--- src/rtl/lit_pkg.sv ---
package lit_pkg;
   typedef enum logic [1:0] {
      SEL_CTRL = 2'd0,
      SEL_INIT = 2'd1,
      SEL_DIV  = 2'd2,
      SEL_NONE = 2'd3
   } wr_target_e;

   localparam int CTRL_MASK_POS = 16;
   localparam int CTRL_MODE_POS = 17;
endpackage

--- src/rtl/tick_prescaler.sv ---
module tick_prescaler #(
   parameter int SHIFT_W = 3
) (
   input  logic               clk,
   input  logic               rst_n,
   input  logic               restart,
   input  logic [SHIFT_W-1:0] shift,
   output logic               tick
);
   localparam int PRE_W = (2 ** SHIFT_W) - 1;

   generate
      if (SHIFT_W < 1 || SHIFT_W > 4) begin : g_bad_shift
         $error("tick_prescaler: SHIFT_W must be 1..4");
      end
   endgenerate

   logic [PRE_W-1:0] pre_q;
   logic [PRE_W-1:0] limit;

   // thermometer limit: low 'shift' bits set, i.e. 2^shift - 1
   generate
      for (genvar i = 0; i < PRE_W; i++) begin : g_limit
         assign limit[i] = (shift > SHIFT_W'(i));
      end
   endgenerate

   assign tick = !restart && (pre_q == limit);

   always_ff @(posedge clk or negedge rst_n) begin
      if (!rst_n)           pre_q <= '0;
      else if (restart)     pre_q <= '0;
      else if (tick)        pre_q <= '0;
      else                  pre_q <= pre_q + PRE_W'(1);
   end

   // a restart always leaves the prescaler at its start value
   a_r3_restart_clears: assert property (@(posedge clk) disable iff (!rst_n)
      restart |=> (pre_q == '0));
endmodule

--- src/rtl/period_counter.sv ---
module period_counter #(
   parameter int CNT_W = 32
) (
   input  logic             clk,
   input  logic             rst_n,
   input  logic             load,
   input  logic             tick,
   input  logic [CNT_W-1:0] init_cnt,
   input  logic             periodic,
   output logic [CNT_W-1:0] phase,
   output logic             expire,
   output logic             done
);
   generate
      if (CNT_W < 18) begin : g_bad_width
         $error("period_counter: CNT_W must be at least 18");
      end
   endgenerate

   logic active;

   assign active = (init_cnt != '0) && !done;
   assign expire = tick && active && !load && (phase == init_cnt);

   always_ff @(posedge clk or negedge rst_n) begin
      if (!rst_n) begin
         phase <= '0;
         done  <= 1'b0;
      end else if (load) begin
         phase <= '0;
         done  <= 1'b0;
      end else if (tick && active) begin
         if (phase == init_cnt) begin
            phase <= '0;
            if (!periodic) done <= 1'b1;
         end else begin
            phase <= phase + CNT_W'(1);
         end
      end
   end

   // ticks within a period never pass the initial count
   a_r11_phase_in_range: assert property (@(posedge clk) disable iff (!rst_n)
      phase <= init_cnt);
   // a finished one-shot timer has no further expiry
   a_r4_done_quiet: assert property (@(posedge clk) disable iff (!rst_n)
      (done && !load) |-> !expire);
endmodule

--- src/rtl/irq_countdown_timer.sv ---
module irq_countdown_timer #(
   parameter int CNT_W   = 32,
   parameter int SHIFT_W = 3,
   parameter int VEC_W   = 8
) (
   input  logic             clk,
   input  logic             rst_n,
   input  logic             wr_en,
   input  logic [1:0]       wr_sel,
   input  logic [CNT_W-1:0] wr_data,
   output logic [CNT_W-1:0] cur_count,
   output logic             irq_valid,
   output logic [VEC_W-1:0] irq_vector
);
   import lit_pkg::*;

   generate
      if (VEC_W < 1 || VEC_W > CTRL_MASK_POS) begin : g_bad_vec
         $error("irq_countdown_timer: VEC_W must be 1..16");
      end
      if (CNT_W <= CTRL_MODE_POS) begin : g_bad_cnt
         $error("irq_countdown_timer: CNT_W too small for control word");
      end
   endgenerate

   logic [VEC_W-1:0]   ctrl_vec;
   logic               ctrl_mask;
   logic               ctrl_periodic;
   logic [SHIFT_W-1:0] div_shift;
   logic [CNT_W-1:0]   init_cnt;
   logic               wr_ctrl, wr_init, wr_div;
   logic               tick, expire, done;
   logic [CNT_W-1:0]   phase;

   assign wr_ctrl = wr_en && (wr_target_e'(wr_sel) == SEL_CTRL);
   assign wr_init = wr_en && (wr_target_e'(wr_sel) == SEL_INIT);
   assign wr_div  = wr_en && (wr_target_e'(wr_sel) == SEL_DIV);

   always_ff @(posedge clk or negedge rst_n) begin
      if (!rst_n) begin
         ctrl_vec      <= '0;
         ctrl_mask     <= 1'b1;
         ctrl_periodic <= 1'b0;
         div_shift     <= '0;
         init_cnt      <= '0;
      end else begin
         if (wr_ctrl) begin
            ctrl_vec      <= wr_data[VEC_W-1:0];
            ctrl_mask     <= wr_data[CTRL_MASK_POS];
            ctrl_periodic <= wr_data[CTRL_MODE_POS];
         end
         if (wr_div)  div_shift <= wr_data[SHIFT_W-1:0];
         if (wr_init) init_cnt  <= wr_data;
      end
   end

   tick_prescaler #(.SHIFT_W(SHIFT_W)) u_prescale (
      .clk     (clk),
      .rst_n   (rst_n),
      .restart (wr_init || wr_div),
      .shift   (div_shift),
      .tick    (tick)
   );

   period_counter #(.CNT_W(CNT_W)) u_period (
      .clk      (clk),
      .rst_n    (rst_n),
      .load     (wr_init),
      .tick     (tick),
      .init_cnt (init_cnt),
      .periodic (ctrl_periodic),
      .phase    (phase),
      .expire   (expire),
      .done     (done)
   );

   assign cur_count = (init_cnt == '0 || done) ? '0 : (init_cnt - phase);

   always_ff @(posedge clk or negedge rst_n) begin
      if (!rst_n) begin
         irq_valid  <= 1'b0;
         irq_vector <= '0;
      end else begin
         irq_valid <= expire && !ctrl_mask;
         if (expire && !ctrl_mask) irq_vector <= ctrl_vec;
      end
   end

   // masked entry never raises a request
   a_r6_masked_silent: assert property (@(posedge clk) disable iff (!rst_n)
      $past(ctrl_mask) |-> !irq_valid);
   // zero initial count never raises a request
   a_r7_zero_silent: assert property (@(posedge clk) disable iff (!rst_n)
      $past(init_cnt == '0) |-> !irq_valid);
   // request lasts one cycle
   a_r9_single_pulse: assert property (@(posedge clk) disable iff (!rst_n)
      irq_valid |=> !irq_valid);
   // loaded value is visible on the next cycle
   a_r2_load_value: assert property (@(posedge clk) disable iff (!rst_n)
      $past(wr_init) |-> (cur_count == $past(wr_data)));
endmodule

--- config.mk ---
export PLATFORM = sky130hd
export DESIGN_NAME = irq_countdown_timer
export DESIGN_NICKNAME = d
export VERILOG_FILES = /design/src/rtl/lit_pkg.sv /design/src/rtl/tick_prescaler.sv /design/src/rtl/period_counter.sv /design/src/rtl/irq_countdown_timer.sv
export SDC_FILE = /design/constraint.sdc
export NUM_CORES = 1
export LEC_CHECK = 0
export BUFFER_PORTS_ARGS = -buffer_cell sky130_fd_sc_hd__buf_2
export CELL_PAD_IN_SITES_DETAIL_PLACEMENT = 1
export CELL_PAD_IN_SITES_GLOBAL_PLACEMENT = 1
export CORE_MARGIN = 4
export CORE_UTILIZATION = 46
export CTS_BUF_LIST = sky130_fd_sc_hd__clkbuf_4
export CTS_CLUSTER_SIZE = 40
export DETAILED_ROUTE_END_ITERATION = 16
export PLACE_DENSITY_LB_ADDON = 0.2
export SYNTH_ARGS = -nofsm -noshare
export SYNTH_HDL_FRONTEND = slang
export SYNTH_SLANG_ARGS = --single-unit
--- constraint.sdc ---
create_clock -name clk -period 3.68 [get_ports clk]
set_input_delay 0.184 -clock clk [delete_from_list [all_inputs] [get_ports clk]]
set_output_delay 0.184 -clock clk [all_outputs]
set_load 0.1 [all_outputs]
==> flow_summary.yaml, run 1 <==
global_routing:
  grt_pass1_vias: 6793
  grt_max_degree: 78
  grt_overflow: 0
  grt_usage_pct: 28.65
  grt_first_pass_wirelength_mm: 36.65
  grt_antenna_before_repair: 3
finish:
  finish.utilization_pct: 57.33
  synthToLayoutAreaGrowth_pct: 22.13
  fill_cells: 1673
  drive_gt1_share_pct: 21.33
  stdcell_area_mm2: 0.007928
  nets: 980
sta:
  period_needed_ps: 3621
  hold_viol: 0
  maxSlewHeadroom_pct: 32.12
  rsz0062_at_grt: "yes"
  finalSetupViolCount: 0
  tns_ps: 0
  worstMarginPinSlew_ps: 1015
  fmax_mhz: 276.2
  fin_crit_sh_pct: 98.39
  maxSlewViolCount: 0
  fin_worst_skew_ps: 16.72
  setup_slack_ps: 59.29
worst_setup_path:
  r2r-start: "u_period.phase[23]$_DFFE_PN0P_"
  r2r_slack_ps: 590
  path_cells: "inv_1 -> ha_1 -> nor2b_1 -> o31a_1 -> o31a_1 -> nor3_2 -> or4_1 -> a21bo_2 -> nand3_1 -> nor3b_4 -> buf_12"
  worstSetupPathType: "flip-flop to primary output"
  cp_max_fo: 6
  critPathSlowestCell: "or4_1"
  cpMostUsedCell: "o31a_1"
  startpoint_type: "flip-flop"
  worstSetupStartpoint: "u_period.phase[1]$_DFFE_PN0P_"
  required_ps: 3500
  path_buf_inv: 2
  critPathMaxStageDelay_ps: 540
  critPathArrivalTime_ps: 3440
  cpLargestDelayFamily: "simple AND/OR/NAND/NOR gates"
  cp-end-kind: "primary output"
die:
  die_y_um: 126.8
  core.rowCount: 43
  dieArea_mm2: 0.01608
  ios: 78
  coreArea_mm2: 0.01383
  initial_core_util_pct: 46.95
  die_w_um: 126.8
yosys:
  synthesis.nets: 867
  ys_seq_area_share_pct: 36.26
  synth-edff-count: 0
  synth_top_area_share_pct: 35.85
  async_reset_ff_share_pct: 100.0
  synth_area_leader_cell: "dfrtp_1"
  synthFlopType: "dfrtp_1"
  ys.warnings.count: 0
  syn_inst: 796
  ys_types: 66
  syn-mean-instance-area_um2: 8.155
  synth_common_cells: "132 x nand2_1, 93 x dfrtp_1, 69 x nor2_1"
  yosys-top-cells-area: "dfrtp_1 36%, nand2_1 7.6%, ha_1 6.4%"
  synth.ff_latch_count: 94
  synth_most_common_cell: "nand2_1"
  syn_area_mm2: 0.006491
placed_design:
  pre_cts_ws_ps: 321.6
  post_dp_cell_area_mm2: 0.007084
  io_buffers: 77
  dp_hpwl_mm: 16.50
  gp_congestion: 0.9116
detailed_routing:
  ant_nets: 0
  drt-initial-drc-count: 496
  via_per_inst: 5.994
  route.detailed.drc: 0
  drtPass1Iterations: 5
  drt-total-wl_mm: 23.09
  vias: 6569
  wl_per_cell_um: 21.07
min_path:
  worstHoldStart: "wr_en"
  hp-class: "input pin to flip-flop"
status:
  status: "completed"
power_and_ir_drop:
  total_power_w: 0.004807
  powerDensity_mw_per_mm2: 606.4
  irDropWorstVdd_v: 0.0002719
  leakage_nw: 3.538
clock_network:
  cts.sinks: 94
  cts_tree: "built"
  root_buffer: "clkbuf_4"
  cts-root-to-sink-buffers: 2
  cts.clk_slew.worst_paths_ps: 160
  clock_latency_ps: 490
  cts_made_buffers: 9
  htree_levels: 3
run:
  cap_violations: 0
==> area by class of cell <==
| type | count | area, um^2 | share of cell area, % |
|---|---|---|---|
| Multi-Input combinational cell | 624 | 4008 | 50.55 |
| Tap cell | 180 | 225.2 | 2.841 |
| Clock inverter | 7 | 97.59 | 1.231 |
| Timing Repair Buffer | 134 | 993.5 | 12.53 |
| Sequential cell | 94 | 2359 | 29.75 |
| Clock buffer | 9 | 67.56 | 0.8523 |
| Inverter | 46 | 172.7 | 2.178 |
| Antenna cell | 2 | 5.005 | 0.06313 |
==> sequential cells by signal, indices dropped and copies added, names as in the netlist <==
signal            count
ctrl_vec              8
init_cnt             32
ctrl_mask             1
u_prescale.pre_q      7
u_period.done         1
div_shift             3
ctrl_periodic         1
irq_valid             1
u_period.phase       32
irq_vector            8
==> layout by cell type, fill, tap and decap left out, types with 28 or more instances in the layout <==
cell type,count
o21ai_0,49
dlygate4sd3_1,33
buf_2,62
dfrtp_1,89
buf_4,28
a21oi_1,53
inv_1,46
nor2_1,68
nand3_1,34
nand2_1,132
==> metrics by stage <==
stage	instances	hold WS (ps)
after floorplan	796	-111.6
after global placement	1029	374.1
after detailed placement	1029	383.6
after CTS	1080	125.0
after global routing	1096	138.2
final	1096	146.4
==> per-layer routing <==
layer / GRT usage, % / vias to the layer above / routed length [um]
li1: - / 3043 / -
met1: 38.44 / 3312 / 10090
met2: 47.45 / 167 / 11400
met3: 4.674 / 45 / 1054
met4: 9.148 / 2 / 537
met5: 0 / - / 13
==> worst min-delay path, cell delays in order <==
cell	delay [ps]
buf_2	120
nand3b_1	140
mux2_2	170
==> repair_timing <==
item,in CTS,in global routing
hold buffers,33,0
gates resized for setup,24,39
hold endpoints to repair,120,0
setup endpoints to repair,14,18
setup buffers,2,14
pin swaps,2,6
==> cell families (layout without fill, tap and decap cells) <==
group | count (synthesis) | in the layout | synth area share [%]
AOI/OAI and AO/OA | 185 | 185 | 17.87
xor gates and xnor gates | 25 | 25 | 3.373
adders and majority gates | 34 | 34 | 6.669
buffers and inverters | 78 | 196 | 4.703
DFF | 94 | 94 | 36.26
muxes | 23 | 23 | 3.951
other | 0 | 2 | 0
and+or+nand+nor | 357 | 357 | 27.18
==> path summary, 6_finish.rpt <==
path                                                  end  cells after the start
max                                         cur_count[29]                     11
min                              div_shift[1]$_DFFE_PN0P_                      3
max reg2reg                u_period.phase[11]$_DFFE_PN0P_                     11
min reg2reg                u_period.phase[19]$_DFFE_PN0P_                      1
max in group asynchronous  u_period.phase[11]$_DFFE_PN0P_                      3
min in group asynchronous        div_shift[0]$_DFFE_PN0P_                      2
==> where the power goes <==
| group | internal, W | leakage [nW] | switching, W | total, W |
|---|---|---|---|---|
| Clock | 0.000278 | 0.0842 | 0.000396 | 0.000674 |
| Combinational | 0.000777 | 2.23 | 0.00208 | 0.00286 |
| Sequential | 0.00114 | 1.23 | 0.000134 | 0.00128 |
| Total | 0.00220 | 3.54 | 0.00261 | 0.00481 |
Note: power is estimated with default switching activity, not from simulation.
==> run 2: changes to the inputs <==
--- a/config.mk
+++ b/config.mk
@@ -14,6 +14,7 @@
 export CTS_CLUSTER_SIZE = 40
 export DETAILED_ROUTE_END_ITERATION = 16
 export PLACE_DENSITY_LB_ADDON = 0.2
+export REMOVE_ABC_BUFFERS = 1
 export SYNTH_ARGS = -nofsm -noshare
 export SYNTH_HDL_FRONTEND = slang
 export SYNTH_SLANG_ARGS = --single-unit
==> flow_summary.yaml, run 2 (synthesis results as in run 1) <==
power_and_ir_drop:
  leakage_nw: 3.564
  power_report.internal_total_w: 0.002073
  seq_power_share_pct: 27.2
  switching_share_pct: 55.85
  combPwrFrac_pct: 60.5
  power_switching_w: 0.002623
  irDropWorstVdd_v: 0.0003608
  powerDensity_mw_per_mm2: 592.1
  total_power_w: 0.004696
  p_clk_share_pct: 12.3
finish:
  nets: 986
  final_common_cell: "nand2_1"
  drive_gt1_share_pct: 21.96
  reg_top3: "init_cnt: 32 flops, u_period.phase: 32 flops"
  stdcell_area_mm2: 0.007931
  diodes: 0
  stdcell_count: 1100
  synthToLayoutAreaGrowth_pct: 22.19
  final_cell_mix: "132 x nand2_1, 91 x dfrtp_1, 69 x nor2_1"
sta:
  worstMarginPinSlew_ps: 1082
  hold_viol: 0
  fin_crit_sh_pct: 99.43
  worst_hold_slack_ps: 149.7
  fmax_mhz: 273.3
  setup_slack_ps: 20.98
  finalSetupViolCount: 0
  period_needed_ps: 3659
  maxSlewViolCount: 0
  rsz0062_at_grt: "yes"
  maxSlewHeadroom_pct: 27.83
  fin_worst_skew_ps: 16.14
detailed_routing:
  wl_per_cell_um: 19.82
  route.detailed.drc: 0
  drtPass1Iterations: 5
  drt-total-wl_mm: 21.80
  drt-initial-drc-count: 423
  via_per_inst: 5.853
  ant_nets: 0
  vias: 6438
global_routing:
  grt.busiest_layer: "met2"
  met2_usage_pct: 45.27
  grt_util_met3_pct: 4.337
  grt_antenna_before_repair: 0
  grt_first_pass_wirelength_mm: 34.62
  grt_overflow: 0
  gr-usage-met1_pct: 35.73
  grt_usage_pct: 26.69
  grt_pass1_vias: 6653
  grt_max_degree: 83
placed_design:
  gp_congestion: 0.8977
  dpl.cell_count: 1028
  io_buffers: 77
  dp_hpwl_mm: 15.31
  pre_cts_ws_ps: 271.9
  post_dp_cell_area_mm2: 0.007059
status:
  status: "completed"
worst_setup_path:
  startpoint_type: "flip-flop"
  r2r_slack_ps: 430
  cp-end-kind: "primary output"
  cp_max_fo: 4
  worstSetupPathType: "flip-flop to primary output"
  critPathArrivalTime_ps: 3480
  required_ps: 3500
run:
  cap_violations: 0
die:
  core.rowCount: 43
  die_w_um: 126.8
  initial_core_util_pct: 46.95
  die_y_um: 126.8
  ios: 78
  coreArea_mm2: 0.01383
  dieArea_mm2: 0.01608
clock_network:
  htree_levels: 3
  root_buffer: "clkbuf_4"
  cts.clk_slew.worst_paths_ps: 170
  cts-root-to-sink-buffers: 2
  clock_latency_ps: 490
  cts_tree: "built"
  cts_made_buffers: 9
  cts.sinks: 94
min_path:
  hp-class: "input pin to flip-flop"
==> run 2: cell types whose count changed in the layout (fill, tap and decap cells not counted), sizes merged <==
cell      change
diode         -2
bufinv        -2
clkinv        -1
inv           +4
clkinvlp      -1
buf           +6
==> run 2: layout make-up <==
| class | count | area (um^2) |
|---|---|---|
| fill | 1715 | 5896 |
| multi-input combinational | 624 | 4006 |
| sequential | 94 | 2356 |
| timing repair buffer | 140 | 1041 |
| tap | 180 | 225.2 |
| inverter | 46 | 172.7 |
| clock buffer | 9 | 67.56 |
| clock inverter | 7 | 62.56 |
==> run 2: power groups by stage <==
| stage | Clock (W) | Sequential (W) | Combinational (W) |
|---|---|---|---|
| floorplan | 0 | 0.00124 | 0.00210 |
| global placement | 0 | 0.00128 | 0.00254 |
| detailed placement | 0 | 0.00129 | 0.00259 |
| CTS | 0.000600 | 0.00127 | 0.00270 |
| global route | 0.000637 | 0.00129 | 0.00301 |
| finish | 0.000579 | 0.00128 | 0.00284 |
==> run 2: worst paths after layout <==
path | from | to | cells after the start
worst max-delay path | u_period.phase[0]$_DFFE_PN0P_ | cur_count[30] | 11
worst min-delay path | wr_en | div_shift[2]$_DFFE_PN0P_ | 3
worst max register to register | u_period.phase[0]$_DFFE_PN0P_ | u_period.phase[30]$_DFFE_PN0P_ | 10
worst min register to register | u_period.phase[19]$_DFFE_PN0P_ | u_period.phase[19]$_DFFE_PN0P_ | 1
max in group asynchronous | rst_n | u_period.phase[0]$_DFFE_PN0P_ | 2
min in group asynchronous | rst_n | init_cnt[24]$_DFFE_PN0P_ | 2
==> run 2: layer usage <==
| layer | vias up | wire length, um |
|---|---|---|
| li1 | 3049 | - |
| met1 | 3181 | 9722 |
| met5 | - | 0 |
| met2 | 179 | 10620 |
| met4 | 0 | 355 |
| met3 | 29 | 1104 |
==> run 2: through the flow <==
| stage | utilization, % | TNS (ps) |
|---|---|---|
| finish | 57.36 | 0 |
| global placement | 51.05 | 0 |
| global route | 57.36 | -241.7 |
| floorplan | - | -2490 |
| detailed placement | 51.05 | 0 |
| CTS | 55.23 | -75.36 |
==> run 2: what timing repair did <==
item,in CTS,in global routing
hold buffers,33,0
buffers inserted,5,18
setup endpoints to repair,14,16
hold endpoints to repair,125,0
resized for setup,25,41
pin swaps,3,8
==> run 2: worst max-delay path, stage by stage, from the launching register on <==
cell and delay, ps:
dfrtp_2 470, ha_1 220, fa_1 410, nor2b_2 150, o31a_1 270, o311ai_4 120
a311oi_2 360, o21bai_2 140, a21boi_1 270, nor3_1 100, nor3b_2 250, buf_12 210
==> run 3: changes to the inputs <==
--- a/config.mk
+++ b/config.mk
@@ -13,8 +13,10 @@
 export CTS_BUF_LIST = sky130_fd_sc_hd__clkbuf_4
 export CTS_CLUSTER_SIZE = 40
 export DETAILED_ROUTE_END_ITERATION = 16
+export HOLD_SLACK_MARGIN = 0.02
 export PLACE_DENSITY_LB_ADDON = 0.2
 export REMOVE_ABC_BUFFERS = 1
+export SETUP_SLACK_MARGIN = 0.2
 export SYNTH_ARGS = -nofsm -noshare
 export SYNTH_HDL_FRONTEND = slang
 export SYNTH_SLANG_ARGS = --single-unit
==> flow_summary.yaml, run 3 (synthesis results as in run 1) <==
global_routing:
  grt_max_degree: 83
  grt_antenna_before_repair: 0
  grt_pass1_vias: 6905
  grt_usage_pct: 28.07
  grt_overflow: 0
  grt_first_pass_wirelength_mm: 36.25
finish:
  diodes: 0
  fill_cells: 1667
  final_cell_mix: "129 x nand2_1, 88 x dfrtp_1, 67 x nor2_1"
  synthToLayoutAreaGrowth_pct: 29.26
  nets: 1009
  drive_gt1_share_pct: 27.36
  reg_top3: "init_cnt: 32 flops, u_period.phase: 32 flops"
  finish.utilization_pct: 60.68
  final_common_cell: "nand2_1"
detailed_routing:
  via_per_inst: 5.995
  route.detailed.drc: 0
  vias: 6732
  wl_per_cell_um: 20.93
  drt-total-wl_mm: 23.50
  ant_nets: 0
  drt-initial-drc-count: 522
  drtPass1Iterations: 5
clock_network:
  htree_levels: 3
  root_buffer: "clkbuf_4"
  cts-root-to-sink-buffers: 2
  cts_made_buffers: 9
  cts.clk_slew.worst_paths_ps: 170
  clock_latency_ps: 500
  cts.sinks: 94
  cts_tree: "built"
die:
  die_y_um: 126.8
  dieArea_mm2: 0.01608
  ios: 78
  initial_core_util_pct: 46.95
  core.rowCount: 43
  die_w_um: 126.8
  coreArea_mm2: 0.01383
placed_design:
  gp_congestion: 0.8977
  pre_cts_ws_ps: 271.9
  dp_hpwl_mm: 15.31
  io_buffers: 77
min_path:
  holdPathStages: 3
  hp-class: "input pin to flip-flop"
run:
  cap_violations: 0
sta:
  worstMarginPinSlew_ps: 1073
  finalSetupViolCount: 0
  fmax_mhz: 280.7
  hold_viol: 0
  maxSlewViolCount: 0
  fin_crit_sh_pct: 96.80
  worst_hold_slack_ps: 154.6
  maxSlewHeadroom_pct: 28.50
  rsz0062_at_grt: "yes"
  period_needed_ps: 3562
  fin_worst_skew_ps: 20.19
  setup_slack_ps: 117.9
worst_setup_path:
  startpoint_type: "flip-flop"
  required_ps: 3500
  cp-end-kind: "primary output"
  r2r.worst_path.cells: 11
  worstSetupPathType: "flip-flop to primary output"
  critPathArrivalTime_ps: 3380
  cp_max_fo: 4
status:
  status: "completed"
power_and_ir_drop:
  leakage_nw: 3.732
  powerDensity_mw_per_mm2: 597.7
  irDropWorstVdd_v: 0.0003583
-- run 3: cell types whose count changed in the layout (fill, tap and decap cells not counted), sizes merged --
cell,before,now
buf,105,126
clkbuf,11,13
-- run 3: layout make-up --
type / instances / area [um^2] / area share (%)
Inverter: 46 / 172.7 / 2.058
Clock inverter: 7 / 62.56 / 0.7456
Timing Repair Buffer: 163 / 1271 / 15.15
Sequential cell: 94 / 2360 / 28.12
Multi-Input combinational cell: 624 / 4232 / 50.43
Clock buffer: 9 / 67.56 / 0.8052
Tap cell: 180 / 225.2 / 2.684
-- run 3: worst max-delay path: stages (launching register included) --
cell     delay, ps
dfrtp_2        450
inv_2           70
ha_4           210
nor2b_4        120
o31a_1         340
o31a_1         390
or3_4          460
a21oi_4        190
o21ai_2        100
xnor2_1        140
nor2_1         150
buf_6          240
-- run 3: layer usage --
metal / part of all wire (%) / GRT usage, % / up-vias / routed length (um)
li1: - / - / 3098 / -
met1: 43 / 37.03 / 3358 / 10020
met2: 49 / 47.48 / 231 / 11580
met3: 5.7 / 4.379 / 45 / 1337
met4: 2.4 / 8.770 / 0 / 565
met5: 0 / 0 / - / 0
-- run 3: final timing paths --
kind                                                startpoint                        endpoint  slack [ps]
min in group asynchronous                                rst_n        init_cnt[24]$_DFFE_PN0P_         370
worst max register to register   u_period.phase[1]$_DFFE_PN0P_  u_period.phase[30]$_DFFE_PN0P_         460
worst max-delay path             u_period.phase[1]$_DFFE_PN0P_                   cur_count[19]         120
worst min register to register  u_period.phase[31]$_DFFE_PN0P_  u_period.phase[31]$_DFFE_PN0P_         520
worst min-delay path                                     wr_en        div_shift[2]$_DFFE_PN0P_         150
max in group asynchronous                                rst_n  u_period.phase[12]$_DFFE_PN0P_        2520
-- run 3: power breakdown --
part / total, W / internal [W] / switching [W]
Combinational: 0.00316 / 0.000965 / 0.00219
Sequential: 0.00128 / 0.00114 / 0.000134
Clock: 0.000583 / 0.000156 / 0.000427
Total: 0.00501 / 0.00226 / 0.00275
-- run 3: stage by stage --
| stage | TNS (ps) | instances | instance area (um^2) | total power (W) |
|---|---|---|---|---|
| floorplan | -2490 | 764 | 6359 | 0.003339 |
| global placement | 0 | 1028 | 7059 | 0.003820 |
| detailed placement | 0 | 1028 | 7059 | 0.003879 |
| CTS | 0 | 1103 | 8070 | 0.004781 |
| global route | -16.58 | 1123 | 8391 | 0.005235 |
| finish | 0 | 1123 | 8391 | 0.005015 |
-- run 3: timing repair --
action	4_1_cts	5_1_grt
setup endpoints to repair	19	21
gates resized for setup	78	52
hold buffers	33	0
setup buffers	26	20
hold endpoints to repair	125	0
pin swaps	14	36
